File: config.mk
export PLATFORM = sky130hd
export DESIGN_NAME = tmr_ctl_bank
export DESIGN_NICKNAME = d
export VERILOG_FILES = /design/src/rtl/tmr_ctl_pkg.sv /design/src/rtl/tmr_ctl_decode.sv /design/src/rtl/tmr_ctl_reg.sv /design/src/rtl/tmr_ctl_status.sv /design/src/rtl/tmr_ctl_bufbank.sv /design/src/rtl/tmr_ctl_bank.sv
export SDC_FILE = /design/constraint.sdc
export NUM_CORES = 1
export LEC_CHECK = 0
export BUFFER_PORTS_ARGS = -buffer_cell sky130_fd_sc_hd__buf_2
export CAP_MARGIN = 20
export CORE_ASPECT_RATIO = 0.9
export CORE_MARGIN = 2
export CORE_UTILIZATION = 35
export DETAILED_ROUTE_END_ITERATION = 16
export GPL_ROUTABILITY_DRIVEN = 1
export SKIP_LAST_GASP = 1
export SYNTH_ARGS = -nofsm -noshare
export SYNTH_HDL_FRONTEND = slang
export SYNTH_SLANG_ARGS = --single-unit
File: constraint.sdc
create_clock -name clk -period 2.6 [get_ports clk]
set_input_delay 0.13 -clock clk [delete_from_list [all_inputs] [get_ports clk]]
set_output_delay 0.13 -clock clk [all_outputs]
set_load 0.02 [all_outputs]
File: src/rtl/tmr_ctl_pkg.sv
package tmr_ctl_pkg;
   localparam int CTL_W     = 8;
   localparam int BIT_RUN   = 6;
   localparam int BIT_LOCK  = 5;
   localparam int BIT_IEN_N = 1;
   localparam int BIT_IEN_M = 0;
   localparam int FLG_N     = 1;
   localparam int FLG_M     = 0;
   localparam int NUM_FLAG  = 2;

   typedef struct packed {
      logic run;
      logic lock;
      logic ien_n;
      logic ien_m;
   } ctl_t;
endpackage

File: src/rtl/tmr_ctl_decode.sv
module tmr_ctl_decode #(
   parameter int AW        = 4,
   parameter int ADDR_CTL  = 0,
   parameter int ADDR_STAT = 1,
   parameter int BUF_BASE  = 4,
   parameter int NUM_BUF   = 4
) (
   input  logic [AW-1:0]      addr,
   output logic               hit_ctl,
   output logic               hit_stat,
   output logic [NUM_BUF-1:0] hit_buf
);
   localparam logic [AW-1:0] A_CTL  = AW'(ADDR_CTL);
   localparam logic [AW-1:0] A_STAT = AW'(ADDR_STAT);

   assign hit_ctl  = (addr == A_CTL);
   assign hit_stat = (addr == A_STAT);

   for (genvar i = 0; i < NUM_BUF; i++) begin : g_buf_dec
      localparam logic [AW-1:0] A_BUF = AW'(BUF_BASE + i);
      assign hit_buf[i] = (addr == A_BUF);
   end
endmodule

File: src/rtl/tmr_ctl_reg.sv
module tmr_ctl_reg
   import tmr_ctl_pkg::*;
#(
   parameter int DW = 8
) (
   input  logic          clk,
   input  logic          rst_n,
   input  logic          wr_req,
   input  logic [DW-1:0] wdata,
   output ctl_t          ctl,
   output logic [DW-1:0] rd_img
);
   ctl_t ctl_q;
   logic wr_ok;

   // once locked, the word itself refuses further writes
   assign wr_ok = wr_req & ~ctl_q.lock;

   always_ff @(posedge clk or negedge rst_n) begin
      if (!rst_n) begin
         ctl_q <= '0;
      end else if (wr_ok) begin
         ctl_q.run   <= wdata[BIT_RUN];
         ctl_q.lock  <= wdata[BIT_LOCK];
         ctl_q.ien_n <= wdata[BIT_IEN_N];
         ctl_q.ien_m <= wdata[BIT_IEN_M];
      end
   end

   assign ctl = ctl_q;

   always_comb begin
      rd_img            = '0;
      rd_img[BIT_RUN]   = ctl_q.run;
      rd_img[BIT_LOCK]  = ctl_q.lock;
      rd_img[BIT_IEN_N] = ctl_q.ien_n;
      rd_img[BIT_IEN_M] = ctl_q.ien_m;
   end
endmodule

File: src/rtl/tmr_ctl_status.sv
module tmr_ctl_status #(
   parameter int NF = 2
) (
   input  logic          clk,
   input  logic          rst_n,
   input  logic          rd_hit,
   input  logic          wr_hit,
   input  logic [NF-1:0] wbits,
   input  logic [NF-1:0] set_p,
   output logic [NF-1:0] flag_o
);
   for (genvar i = 0; i < NF; i++) begin : g_flag
      logic f_q;
      logic armed_q;
      logic clr;

      // clear needs a prior read that saw the flag at 1
      assign clr = wr_hit & ~wbits[i] & armed_q;

      always_ff @(posedge clk or negedge rst_n) begin
         if (!rst_n) begin
            f_q     <= 1'b0;
            armed_q <= 1'b0;
         end else begin
            f_q <= set_p[i] | (f_q & ~clr);
            if (clr)
               armed_q <= 1'b0;
            else if (rd_hit && f_q)
               armed_q <= 1'b1;
         end
      end

      assign flag_o[i] = f_q;
   end
endmodule

File: src/rtl/tmr_ctl_bufbank.sv
module tmr_ctl_bufbank #(
   parameter int DW      = 8,
   parameter int NUM_BUF = 4
) (
   input  logic               clk,
   input  logic               rst_n,
   input  logic [NUM_BUF-1:0] wsel,
   input  logic [NUM_BUF-1:0] rsel,
   input  logic [DW-1:0]      wdata,
   output logic [DW-1:0]      rd_val
);
   logic [DW-1:0] buf_q [NUM_BUF];

   for (genvar i = 0; i < NUM_BUF; i++) begin : g_reg
      always_ff @(posedge clk or negedge rst_n) begin
         if (!rst_n)
            buf_q[i] <= '0;
         else if (wsel[i])
            buf_q[i] <= wdata;
      end
   end

   always_comb begin
      rd_val = '0;
      for (int k = 0; k < NUM_BUF; k++)
         rd_val = rd_val | (rsel[k] ? buf_q[k] : '0);
   end
endmodule

File: src/rtl/tmr_ctl_bank.sv
module tmr_ctl_bank
   import tmr_ctl_pkg::*;
#(
   parameter int AW         = 4,
   parameter int DW         = 8,
   parameter int NUM_PHASE  = 3,
   parameter int NUM_PERIOD = 1,
   parameter int ADDR_CTL   = 0,
   parameter int ADDR_STAT  = 1,
   parameter int BUF_BASE   = 4
) (
   input  logic          clk,
   input  logic          rst_n,
   input  logic [AW-1:0] addr,
   input  logic          wr_en,
   input  logic          rd_en,
   input  logic [DW-1:0] wdata,
   output logic [DW-1:0] rdata,
   input  logic          flag_set_n,
   input  logic          flag_set_m,
   output logic          run_en,
   output logic          irq_n,
   output logic          irq_m
);
   localparam int NUM_BUF = NUM_PHASE + NUM_PERIOD;
   localparam int BUF_END = BUF_BASE + NUM_BUF;

   if (DW < CTL_W) begin : g_chk_dw
      $error("tmr_ctl_bank: DW must hold the 8-bit control word");
   end
   if (NUM_BUF < 1) begin : g_chk_nbuf
      $error("tmr_ctl_bank: at least one buffer register is required");
   end
   if (BUF_END > (1 << AW)) begin : g_chk_aw
      $error("tmr_ctl_bank: buffer window exceeds address space");
   end
   if (ADDR_CTL == ADDR_STAT) begin : g_chk_ovl
      $error("tmr_ctl_bank: control and status addresses collide");
   end
   if ((ADDR_CTL >= BUF_BASE && ADDR_CTL < BUF_END) ||
       (ADDR_STAT >= BUF_BASE && ADDR_STAT < BUF_END)) begin : g_chk_win
      $error("tmr_ctl_bank: buffer window overlaps a control address");
   end

   logic               hit_ctl;
   logic               hit_stat;
   logic [NUM_BUF-1:0] hit_buf;
   ctl_t               ctl;
   logic [DW-1:0]      ctl_img;
   logic               lock;
   logic [1:0]         flag_q;
   logic [DW-1:0]      buf_val;
   logic [DW-1:0]      stat_img;
   logic [DW-1:0]      rd_mux;
   logic [DW-1:0]      rdata_q;

   tmr_ctl_decode #(
      .AW(AW), .ADDR_CTL(ADDR_CTL), .ADDR_STAT(ADDR_STAT),
      .BUF_BASE(BUF_BASE), .NUM_BUF(NUM_BUF)
   ) u_dec (
      .addr    (addr),
      .hit_ctl (hit_ctl),
      .hit_stat(hit_stat),
      .hit_buf (hit_buf)
   );

   tmr_ctl_reg #(.DW(DW)) u_ctl (
      .clk   (clk),
      .rst_n (rst_n),
      .wr_req(wr_en & hit_ctl),
      .wdata (wdata),
      .ctl   (ctl),
      .rd_img(ctl_img)
   );

   assign lock = ctl.lock;

   tmr_ctl_status #(.NF(NUM_FLAG)) u_stat (
      .clk   (clk),
      .rst_n (rst_n),
      .rd_hit(rd_en & hit_stat),
      .wr_hit(wr_en & hit_stat),
      .wbits ({wdata[FLG_N], wdata[FLG_M]}),
      .set_p ({flag_set_n, flag_set_m}),
      .flag_o(flag_q)
   );

   // buffers take writes regardless of the lock
   tmr_ctl_bufbank #(.DW(DW), .NUM_BUF(NUM_BUF)) u_buf (
      .clk   (clk),
      .rst_n (rst_n),
      .wsel  (wr_en ? hit_buf : '0),
      .rsel  (hit_buf),
      .wdata (wdata),
      .rd_val(buf_val)
   );

   always_comb begin
      stat_img        = '0;
      stat_img[FLG_N] = flag_q[1];
      stat_img[FLG_M] = flag_q[0];
   end

   always_comb begin
      if (hit_stat)
         rd_mux = stat_img;
      else if (lock)
         rd_mux = '0;
      else if (hit_ctl)
         rd_mux = ctl_img;
      else if (|hit_buf)
         rd_mux = buf_val;
      else
         rd_mux = '0;
   end

   always_ff @(posedge clk or negedge rst_n) begin
      if (!rst_n)
         rdata_q <= '0;
      else
         rdata_q <= rd_en ? rd_mux : '0;
   end

   assign rdata  = rdata_q;
   assign run_en = ctl.run;
   assign irq_n  = flag_q[1] & ctl.ien_n;
   assign irq_m  = flag_q[0] & ctl.ien_m;
endmodule

==> metrics.txt, run 1 <==
outcome finished clean; Slew @ Worst Pin 0.6455 ns; Routed WL 4.145 mm; layout net count 183; drt pass-1 iters 4; CP max stage delay 0.68 ns; Synth Flop Type dfrtp_1; crit path kind primary input to register; Core Region 6081 um2; initial DRC count 72; VDD IR max 0.1799 mV; via count 1243; FMAX 671.9 MHz; clk_lat worst skew 0.29 ns; Max Root-Sink Buffers 2; Reg clk slew, reported paths 0.09 ns; synthesized area 2176 um2; largest net degree at the start of global routing 49; Via density 5.245; Post-CTS Resized 0; mux share of post-synthesis cell area 28.12%; Antenna Nets Post-Route 0; Tcrit/Tclk final 57.24%; Critical Path AT 1.67 ns; EDFF count, synth 0; overall die height 78.80 um; WL per Instance 17.49 um; Synth Area in Compound Gates 4.083%; nature of the critical path endpoint register; HPWL after DPL 2.805 mm; number of cell rows 27; Antenna diodes 0; Ys Warns 0; uppermost routed layer met4; most frequent cells in the layout dfrtp_1 (48), mux2_2 (29), buf_2 (28); Mean Syn Cell Area 16.24 um2; RSZ-0062 raised after global routing false; Slew Viols, Final 0; Top-Level Pins 29; Area growth syn-to-layout 13.86%; cell count after synthesis 134; Slew HR 56.94%; worst endpoint required time 2.78 ns; final hold slack 0.009392 ns; # setup viols final 0; Placed Area 2351 um2; Max Cap Violations 0; initial antenna violation count 0; power density cells 673.9 nW/um2; worst hold path type primary input to register; commonest non-fill, non-tap cell in the layout dfrtp_1; Post-Synth Simple-Gate Area 9.718%; GPL Wtd Cong 0.7734; Final Cell Area 2477 um2; CP max-delay cell and4b_1; DRC viols 0; Fillers 568; Final Skew 0.004827 ns; CTS sink cnt 48; Mapped Nets 152; Die W 87.11 um; Root Driver clkbuf_8; share of layout cells above drive strength 1 51.52%; Hold Buf Count CTS 0; first-pass GRT wire length 6.934 mm; global route overflow 0; final hold violations 0; die area 6864 um2; routed length on met2 2.003 mm; sequential area share after synthesis 55.20%; #FFs+latches synth 48; sequence of cells on the critical path buf_2 > nor2b_2 > and4b_1 > mux2_4; final worst path period need 1.488 ns; Initial Utilization 35.78%; met3 routed WL 134 um; asr flop ratio synth 100.0%; CP max FO 8; post-synth cell types 27; CTS tree done; htree depth 2; CTS Buf Count 5; Port Buffers 28; Fin Setup TNS 0 ns; All-Layer GR Usage 13.27%; XOR/XNOR Fraction of Synth Area 0%; post-CTS setup buffers 0; M1 wire length 1.953 mm; Adder-Cell Fraction of Synth Area 0%; largest family of logic cells by synthesized area multiplexers; LEAKAGE 1.133 nW; vias in the first global route 1290; crit start category primary input
## worst max-delay path, delay by kind of cell
| family | cells | cell delay [ns] |
|---|---|---|
| mux | 1 | 0.35 |
| simple gates | 2 | 1.04 |
| buf+inv | 1 | 0.15 |
## layout make-up
| cell class | count | area, um2 | share of cell area (%) |
|---|---|---|---|
| Inverter | 2 | 7.507 | 0.3030 |
| Multi-Input combinational cell | 78 | 912.1 | 36.82 |
| Timing Repair Buffer | 30 | 170.2 | 6.869 |
| Sequential cell | 48 | 1201 | 48.48 |
| Clock buffer | 7 | 96.34 | 3.889 |
| Tap cell | 72 | 90.09 | 3.636 |
## metal layers
layer	track usage (%)	vias to the layer above
met1	18.14	658
met3	3.326	4
li1	-	562
met4	4.615	0
met2	20.61	19
met5	0	-
## path summary, 6_finish.rpt
kind                            cells after the start                         from                                    to  slack, ns
min in group asynchronous                           2                        rst_n  u_stat.g_flag[1].armed_q$_DFFE_PN0P_       0.23
worst max-delay path                                4                      addr[2]           u_buf.buf_q[23]$_DFFE_PN0P_       1.11
worst max register to register                      2  u_buf.buf_q[16]$_DFFE_PN0P_                    rdata[0]$_DFF_PN0_       1.44
worst min-delay path                                2                   flag_set_m        u_stat.g_flag[0].f_q$_DFF_PN0_      0.009
max in group asynchronous                           3                        rst_n           u_buf.buf_q[19]$_DFFE_PN0P_       1.89
worst min register to register                      1     u_ctl.ctl[2]$_DFFE_PN0P_                    rdata[6]$_DFF_PN0_       0.45
## power by group
group | total, mW | switching (mW) | internal (mW)
clock network | 0.471 | 0.234 | 0.237
logic | 0.265 | 0.0900 | 0.176
registers | 0.933 | 0.0631 | 0.870
## state kept, by name (all words and copies together) (netlist names)
register,flops
u_buf.buf_q,32
u_ctl.ctl,4
u_stat.g_flag.f_q,2
u_stat.g_flag.armed_q,2
rdata,8
## synthesized netlist by cell type (3+ instances only)
library cell | instances | area, um2
a32oi_1 | 3 | 26.28
and2_1 | 7 | 43.79
buf_6 | 4 | 45.04
mux2_4 | 8 | 120.1
dfrtp_1 | 48 | 1201
mux4_2 | 5 | 112.6
mux2_2 | 29 | 326.6
## metrics by stage
stage                     utilization (%)  worst slack [ns]  std cells  total power, mW
after global placement              38.66            0.8628        228            1.194
after global routing                40.74             1.065        237            1.762
final                               40.74             1.112        237            1.669
after floorplan                         -             1.454        134            1.130
after CTS                           40.25             1.132        235            1.685
after detailed placement            38.66            0.8187        228            1.211
## kinds of logic after synthesis
family	count (synthesis)
and+or+nand+nor	24
muxes	44
buffers and inverters	8
AOI/OAI and AO/OA	10
DFF	48
No activity file was read; power rests on OpenSTA's default activity.
==> inputs of run 2 (changes only) <==
Clock period 2.6 ns to 1.2 ns, I/O delays scaled along.
==> run 2 against run 1 <==
- sequential power grew 120%
- largest power group unchanged
- non-clock buffer count is 13 higher
- highest routed layer unchanged
- wire length is 2.9% higher
- final cell count grew 5.9%
- largest cell class unchanged
- die area unchanged
- first-iteration DRC count increased by 51%
- flip-flop and latch count stayed put
- clock skew is 0.0061 ns higher
==> metrics.txt, run 2 (synthesis gave the netlist of run 1 again) <==
Stages on worst setup path 2 (-2); Final Worst Setup Slack 0.05125 ns (-1.060 ns); Initial Utilization 35.78% (unchanged); htree depth 2 (unchanged); CP max-delay cell mux4_2; CP max FO 2 (-6); Reg clk slew, reported paths 0.10 ns (about the same); met3 routed WL 149 um (+11%); final hold violations 0 (unchanged); Die W 87.11 um (unchanged); Tcrit/Tclk final 95.73%; LEAKAGE 1.201 nW (+6.1%); # setup viols final 0 (unchanged); Core Region 6081 um2 (unchanged); initial antenna violation count 0 (unchanged); VDD IR max 0.6404 mV (+260%); path depth of the worst reg2reg path 2 (unchanged); layout net count 196 (+7.1%); dpl ws -0.1463 ns (-0.9650 ns); share of layout cells above drive strength 1 54.75% (+3.2 points); DRC viols 0 (unchanged); Design Power 3.837 mW (+130%); Top-Level Pins 29 (unchanged); commonest non-fill, non-tap cell in the layout dfrtp_1; Reg-to-Reg Start u_buf.buf_q[8]$_DFFE_PN0P_; global route overflow 0 (unchanged); final hold slack 0.01967 ns (+0.01028 ns); Slew @ Worst Pin 0.3341 ns (-0.3114 ns); power density cells 1471 nW/um2 (+120%); GPL Wtd Cong 0.7695 (-0.50%); Worst path top cell family by delay multiplexers; Routed WL 4.265 mm (+2.9%); Max Root-Sink Buffers 2 (unchanged); number of cell rows 27 (unchanged); FMAX 870.5 MHz; outcome finished clean; Max Cap Violations 0 (unchanged); Final Cell Area 2608 um2 (+5.3%); Antenna diodes 0 (unchanged); CTS sink cnt 48 (unchanged); post-CTS setup buffers 0 (unchanged); sequence of cells on the critical path mux4_2 > o2bb2ai_1; HPWL after DPL 3.058 mm (+9.0%); Buffers & Inverters on Critical Path 0 (-1); initial DRC count 109 (+51%); worst endpoint required time 1.38 ns (-1.40 ns); Slew HR 77.73% (+21 points); routed length on met2 2.108 mm (+5.2%); first-pass GRT wire length 7.120 mm (+2.7%); clk_lat worst skew 0.31 ns (+0.02 ns); worst hold path type primary input to register; crit path to rdata[0]$_DFF_PN0_; WL per Instance 16.99 um (-2.8%); via count 1270 (+2.2%); overall die height 78.80 um (unchanged); Slew Viols, Final 0 (unchanged); All-Layer GR Usage 13.74% (+0.46 points); CTS tree done; final worst path period need 1.149 ns; drt pass-1 iters 4 (unchanged); crit path kind register to register; crit start category register; Critical path origin u_buf.buf_q[8]$_DFFE_PN0P_; Root Driver clkbuf_8; Reg with most FFs u_buf.buf_q; reg2reg end rdata[0]$_DFF_PN0_; CP max stage delay 0.48 ns (-0.20 ns); Critical Path AT 1.33 ns (-0.34 ns); Largest register FFs 32 (unchanged); Via density 5.060 (-3.5%); Worst R2R Setup Slack 0.05 ns (-1.39 ns); Area growth syn-to-layout 19.84%; M1 wire length 1.951 mm (-0.10%); Placed Area 2466 um2 (+4.9%); Port Buffers 28 (unchanged); uppermost routed layer met4; largest net degree at the start of global routing 49 (unchanged); die area 6864 um2 (unchanged); most frequent cells in the layout dfrtp_1 (48), mux2_2 (29), buf_2 (28); Antenna Nets Post-Route 0 (unchanged); vias in the first global route 1350 (+4.7%); Final Skew 0.01090 ns (+0.006069 ns); RSZ-0062 raised after global routing false; CTS Buf Count 5 (unchanged); nature of the critical path endpoint register
## run 2: how the worst min path moves through the flow
| stage | start | slack [ns] | cells past startpoint | end |
|---|---|---|---|---|
| after CTS | wdata[3] | 0.02 | 2 | u_buf.buf_q[19]$_DFFE_PN0P_ |
| after global routing | wdata[3] | 0.02 | 2 | u_buf.buf_q[19]$_DFFE_PN0P_ |
| final | wdata[3] | 0.02 | 2 | u_buf.buf_q[19]$_DFFE_PN0P_ |
| after detailed placement | rst_n | 0.06 | 2 | u_buf.buf_q[22]$_DFFE_PN0P_ |
| after floorplan | rst_n | -0.24 | 0 | rdata[0]$_DFF_PN0_ |
| after global placement | rst_n | 0.05 | 2 | rdata[6]$_DFF_PN0_ |
## run 2: area by class of cell
class / instances / area (um2)
timing repair buffer: 43 / 285.3
multi-input combinational: 78 / 908.4
sequential: 48 / 1201
fill: 559 / 3473
inverter: 2 / 7.507
clock inverter: 3 / 46.29
tap: 72 / 90.09
clock buffer: 5 / 68.82
## run 2: what timing repair did
action / in CTS / in global routing
hold endpoints to repair: 50 / 0
hold buffers: 3 / 0
setup endpoints to repair: 0 / 1
gates resized for setup: 0 / 1
## run 2: per-layer routing
layer	up-vias	global-route usage, %
met5	-	0
met4	0	4.154
met3	6	3.742
met2	17	21.68
met1	654	18.54
li1	593	-
## run 2: where the power goes
group / total [mW] / switching (mW) / internal [mW]
sequential: 2.03 / 0.143 / 1.89
clock: 1.20 / 0.568 / 0.628
combinational: 0.612 / 0.206 / 0.406
## run 2: per-stage QoR
stage	std cells	utilization, %	TNS [ns]
finish	251	42.88	0
global route	251	42.88	0
CTS	251	42.94	0
detailed placement	240	40.56	-3.165
global placement	240	40.56	-2.506
floorplan	134	-	0
==> inputs of run 3 (changes only) <==
Settings changed: SYNTH_HIERARCHICAL set to 1.
==> run 3 against run 2 <==
- core utilization rose by 0.35 points
- highest routed layer unchanged
- area after synthesis up 11%
- design area increased by 9.8%
- critical endpoint unchanged
- clock power down 18%
- largest power group unchanged
- wire length is 9.7% higher
- combinational power rose by 32%
- critical path depth is 3 higher
- clock skew is 0.0075 ns lower
- global-route usage barely moved
==> metrics.txt, run 3 <==
FMAX 864.8 MHz (-0.65%); die area 7592 um2 (+11%); sequential share of power 54.3% (+1.4 points); crit start category primary input; CP max FO 8 (+6); Final Util 43.24% (+0.35 points); LEAKAGE 1.324 nW (+10%); number of cell rows 28 (+3.7%); Area growth syn-to-layout 18.37%; most frequent cells in the layout dfrtp_1 (48), mux2_4 (35), buf_2 (28); Mean Syn Cell Area 13.14 um2 (-19%); Antenna diodes 0 (unchanged); synth cell count leaders dfrtp_1 (48), mux2_4 (35), a22oi_1 (18), nand2_1 (17), buf_4 (10); crit path kind primary input to register; Via density 4.749 (-6.1%); CTS sink cnt 48 (unchanged); power density cells 1370 nW/um2 (-6.9%); Fin Setup TNS 0 ns (unchanged); DRC viols 0 (unchanged); post-CTS setup buffers 0 (unchanged); Slew Viols, Final 0 (unchanged); Core Region 6621 um2 (+8.9%); initial DRC count 35 (-68%); top cells by area, synth dfrtp_1 (50%), mux2_4 (22%), a22oi_1 (5.6%); initial antenna violation count 0 (unchanged); Antenna Nets Post-Route 0 (unchanged); Worst R2R Setup Slack 0.08 ns (+0.03 ns); worst endpoint required time 1.39 ns (about the same); CP max stage delay 0.59 ns (+0.11 ns); Port Buffers 28 (unchanged); post-synth cell types 27 (unchanged); All-Layer GR Usage 13.71% (-0.030 points); Final Skew 0.003412 ns (-0.007483 ns); Critical Path AT 1.35 ns (+0.02 ns); CP max-delay cell or4_4; Synth Flop Type dfrtp_1; Reg clk slew, reported paths 0.08 ns (-0.02 ns); final worst path period need 1.156 ns (+0.007556 ns); htree depth 2 (unchanged); sw frac 25.79% (+1.9 points); Cell Int Power 2.910 mW (-0.32%); share of the synthesized area in the top cell type 49.66% (-5.5 points); #FFs+latches synth 48 (unchanged); # setup viols final 0 (unchanged); via count 1496 (+18%); commonest non-fill, non-tap cell in the layout dfrtp_1; Max Cap Violations 0 (unchanged); drt pass-1 iters 4 (unchanged); HPWL after DPL 3.373 mm (+10%); Fillers 628 (+12%); WL per Instance 14.86 um (-13%); share of layout cells above drive strength 1 45.33% (-9.4 points); VDD IR max 0.4653 mV (-27%); Multi-input gate area 1101 um2 (+21%); Largest register FFs 32 (unchanged); Tcrit/Tclk final 96.36% (+0.63 points); Die W 91.63 um (+5.2%); layout net count 242 (+23%); leading area contributor after synthesis dfrtp_1; Routed WL 4.680 mm (+9.7%); clk_lat worst skew 0.30 ns (about the same); largest net degree at the start of global routing 49 (unchanged); EDFF count, synth 0 (unchanged); Max Root-Sink Buffers 2 (unchanged); first-pass GRT wire length 8.190 mm (+15%); GPL Wtd Cong 0.7295 (-5.2%); RSZ-0062 raised after global routing true; top-count cell post-synth dfrtp_1; synthesized area 2419 um2 (+11%); sequential area share after synthesis 49.66% (-5.5 points); outcome finished clean; overall die height 82.86 um (+5.2%); worst hold path type primary input to register; Ys Warns 6 (+6); CTS Buf Count 5 (unchanged); Buffers & Inverters on Critical Path 1 (+1); Worst path top cell family by delay simple AND/OR/NAND/NOR gates; Initial Utilization 36.53% (+0.74 points); sequence of cells on the critical path buf_2 > and4bb_2 > or4_4 > a22oi_1 > o2bb2ai_1; final hold violations 0 (unchanged); Top-Level Pins 29 (unchanged); Reg with most FFs u_buf/buf_q; vias in the first global route 1538 (+14%); CTS tree done; global route overflow 0 (unchanged); Clock Power Share 25.2% (-6.0 points); asr flop ratio synth 100.0% (unchanged); area taken by flip-flops and latches 1201 um2 (unchanged); P_sw 1.012 mW (+10%); combinational share of power 20.5% (+4.5 points); cell count after synthesis 184 (+37%); Root Driver clkbuf_8; nature of the critical path endpoint register
[run 3: cell type report]
class / count / area share, %
inverter: 2 / 0.2622
sequential: 48 / 41.96
clock buffer: 8 / 3.147
tap: 90 / 3.934
multi-input combinational: 117 / 38.46
timing repair buffer: 50 / 12.24
[run 3: power groups by stage]
| stage | registers, mW | clock network (mW) | logic, mW |
|---|---|---|---|
| 2_1_floorplan | 2.11 | 0 | 0.632 |
| 3_3_place_gp | 2.15 | 0 | 0.783 |
| 3_5_place_dp | 2.14 | 0 | 0.800 |
| 4_1_cts | 2.12 | 1.02 | 0.807 |
| 5_1_grt | 2.17 | 1.11 | 0.880 |
| 6_report | 2.13 | 0.986 | 0.805 |
[run 3: stage by stage]
stage               power, mW  hold WS [ns]  setup slack (ns)  area, um2  instances
detailed placement      2.942       0.06391           -0.2837       2725        304
CTS                     3.947       0.03467           0.04042       2845        315
global placement        2.931       0.06703           -0.2593       2725        304
finish                  3.922       0.03848           0.04369       2863        315
floorplan               2.746       -0.2356           -0.2055       2451        187
global route            4.159       0.03034         -0.007770       2863        315
[run 3: kinds of logic (layout without fill, tap and decap cells)]
kind of cell / after synthesis / count (layout) / share of synthesized area [%]
and+or+nand+nor: 47 / 47 / 12.47
DFF: 48 / 48 / 49.66
buffers and inverters: 22 / 60 / 6.725
muxes: 37 / 37 / 22.56
other: 1 / 4 / 0.1551
AOI/OAI and AO/OA: 29 / 29 / 8.433
[run 3: metal layers]
layer  part of all wire, %  GRT usage (%)  wire length (um)
met5                     0              0                 0
met4                   1.4          4.545                67
met3                   4.3          3.176               199
met2                    41          18.58              1919
met1                    53          21.16              2494
[run 3: worst reg2reg max path, delay by kind of cell (launching register included)]
family	cells	cell delay, ns
AND/OR/NAND/NOR	2	0.20
flip-flops	1	0.40
AO/OA/AOI/OAI	3	0.42
[run 3: worst paths after layout]
path	startpoint	cells past startpoint	endpoint
min in group asynchronous	rst_n	3	u_buf/buf_q[2]$_DFFE_PN0P_
hold / removal	wdata[2]	2	u_buf/buf_q[26]$_DFFE_PN0P_
setup reg to reg	u_buf/buf_q[8]$_DFFE_PN0P_	5	rdata[0]$_DFF_PN0_
setup / recovery	addr[3]	5	rdata[0]$_DFF_PN0_
hold reg to reg	u_stat/g_flag[1].armed_q$_DFFE_PN0P_	1	u_stat/g_flag[1].armed_q$_DFFE_PN0P_
max in group asynchronous	rst_n	3	u_buf/buf_q[27]$_DFFE_PN0P_
[run 3: repair_timing]
item,CTS,global route
hold buffers,3,0
endpoints found under the hold margin,50,0
setup endpoints to repair,0,8
resized for setup,0,4
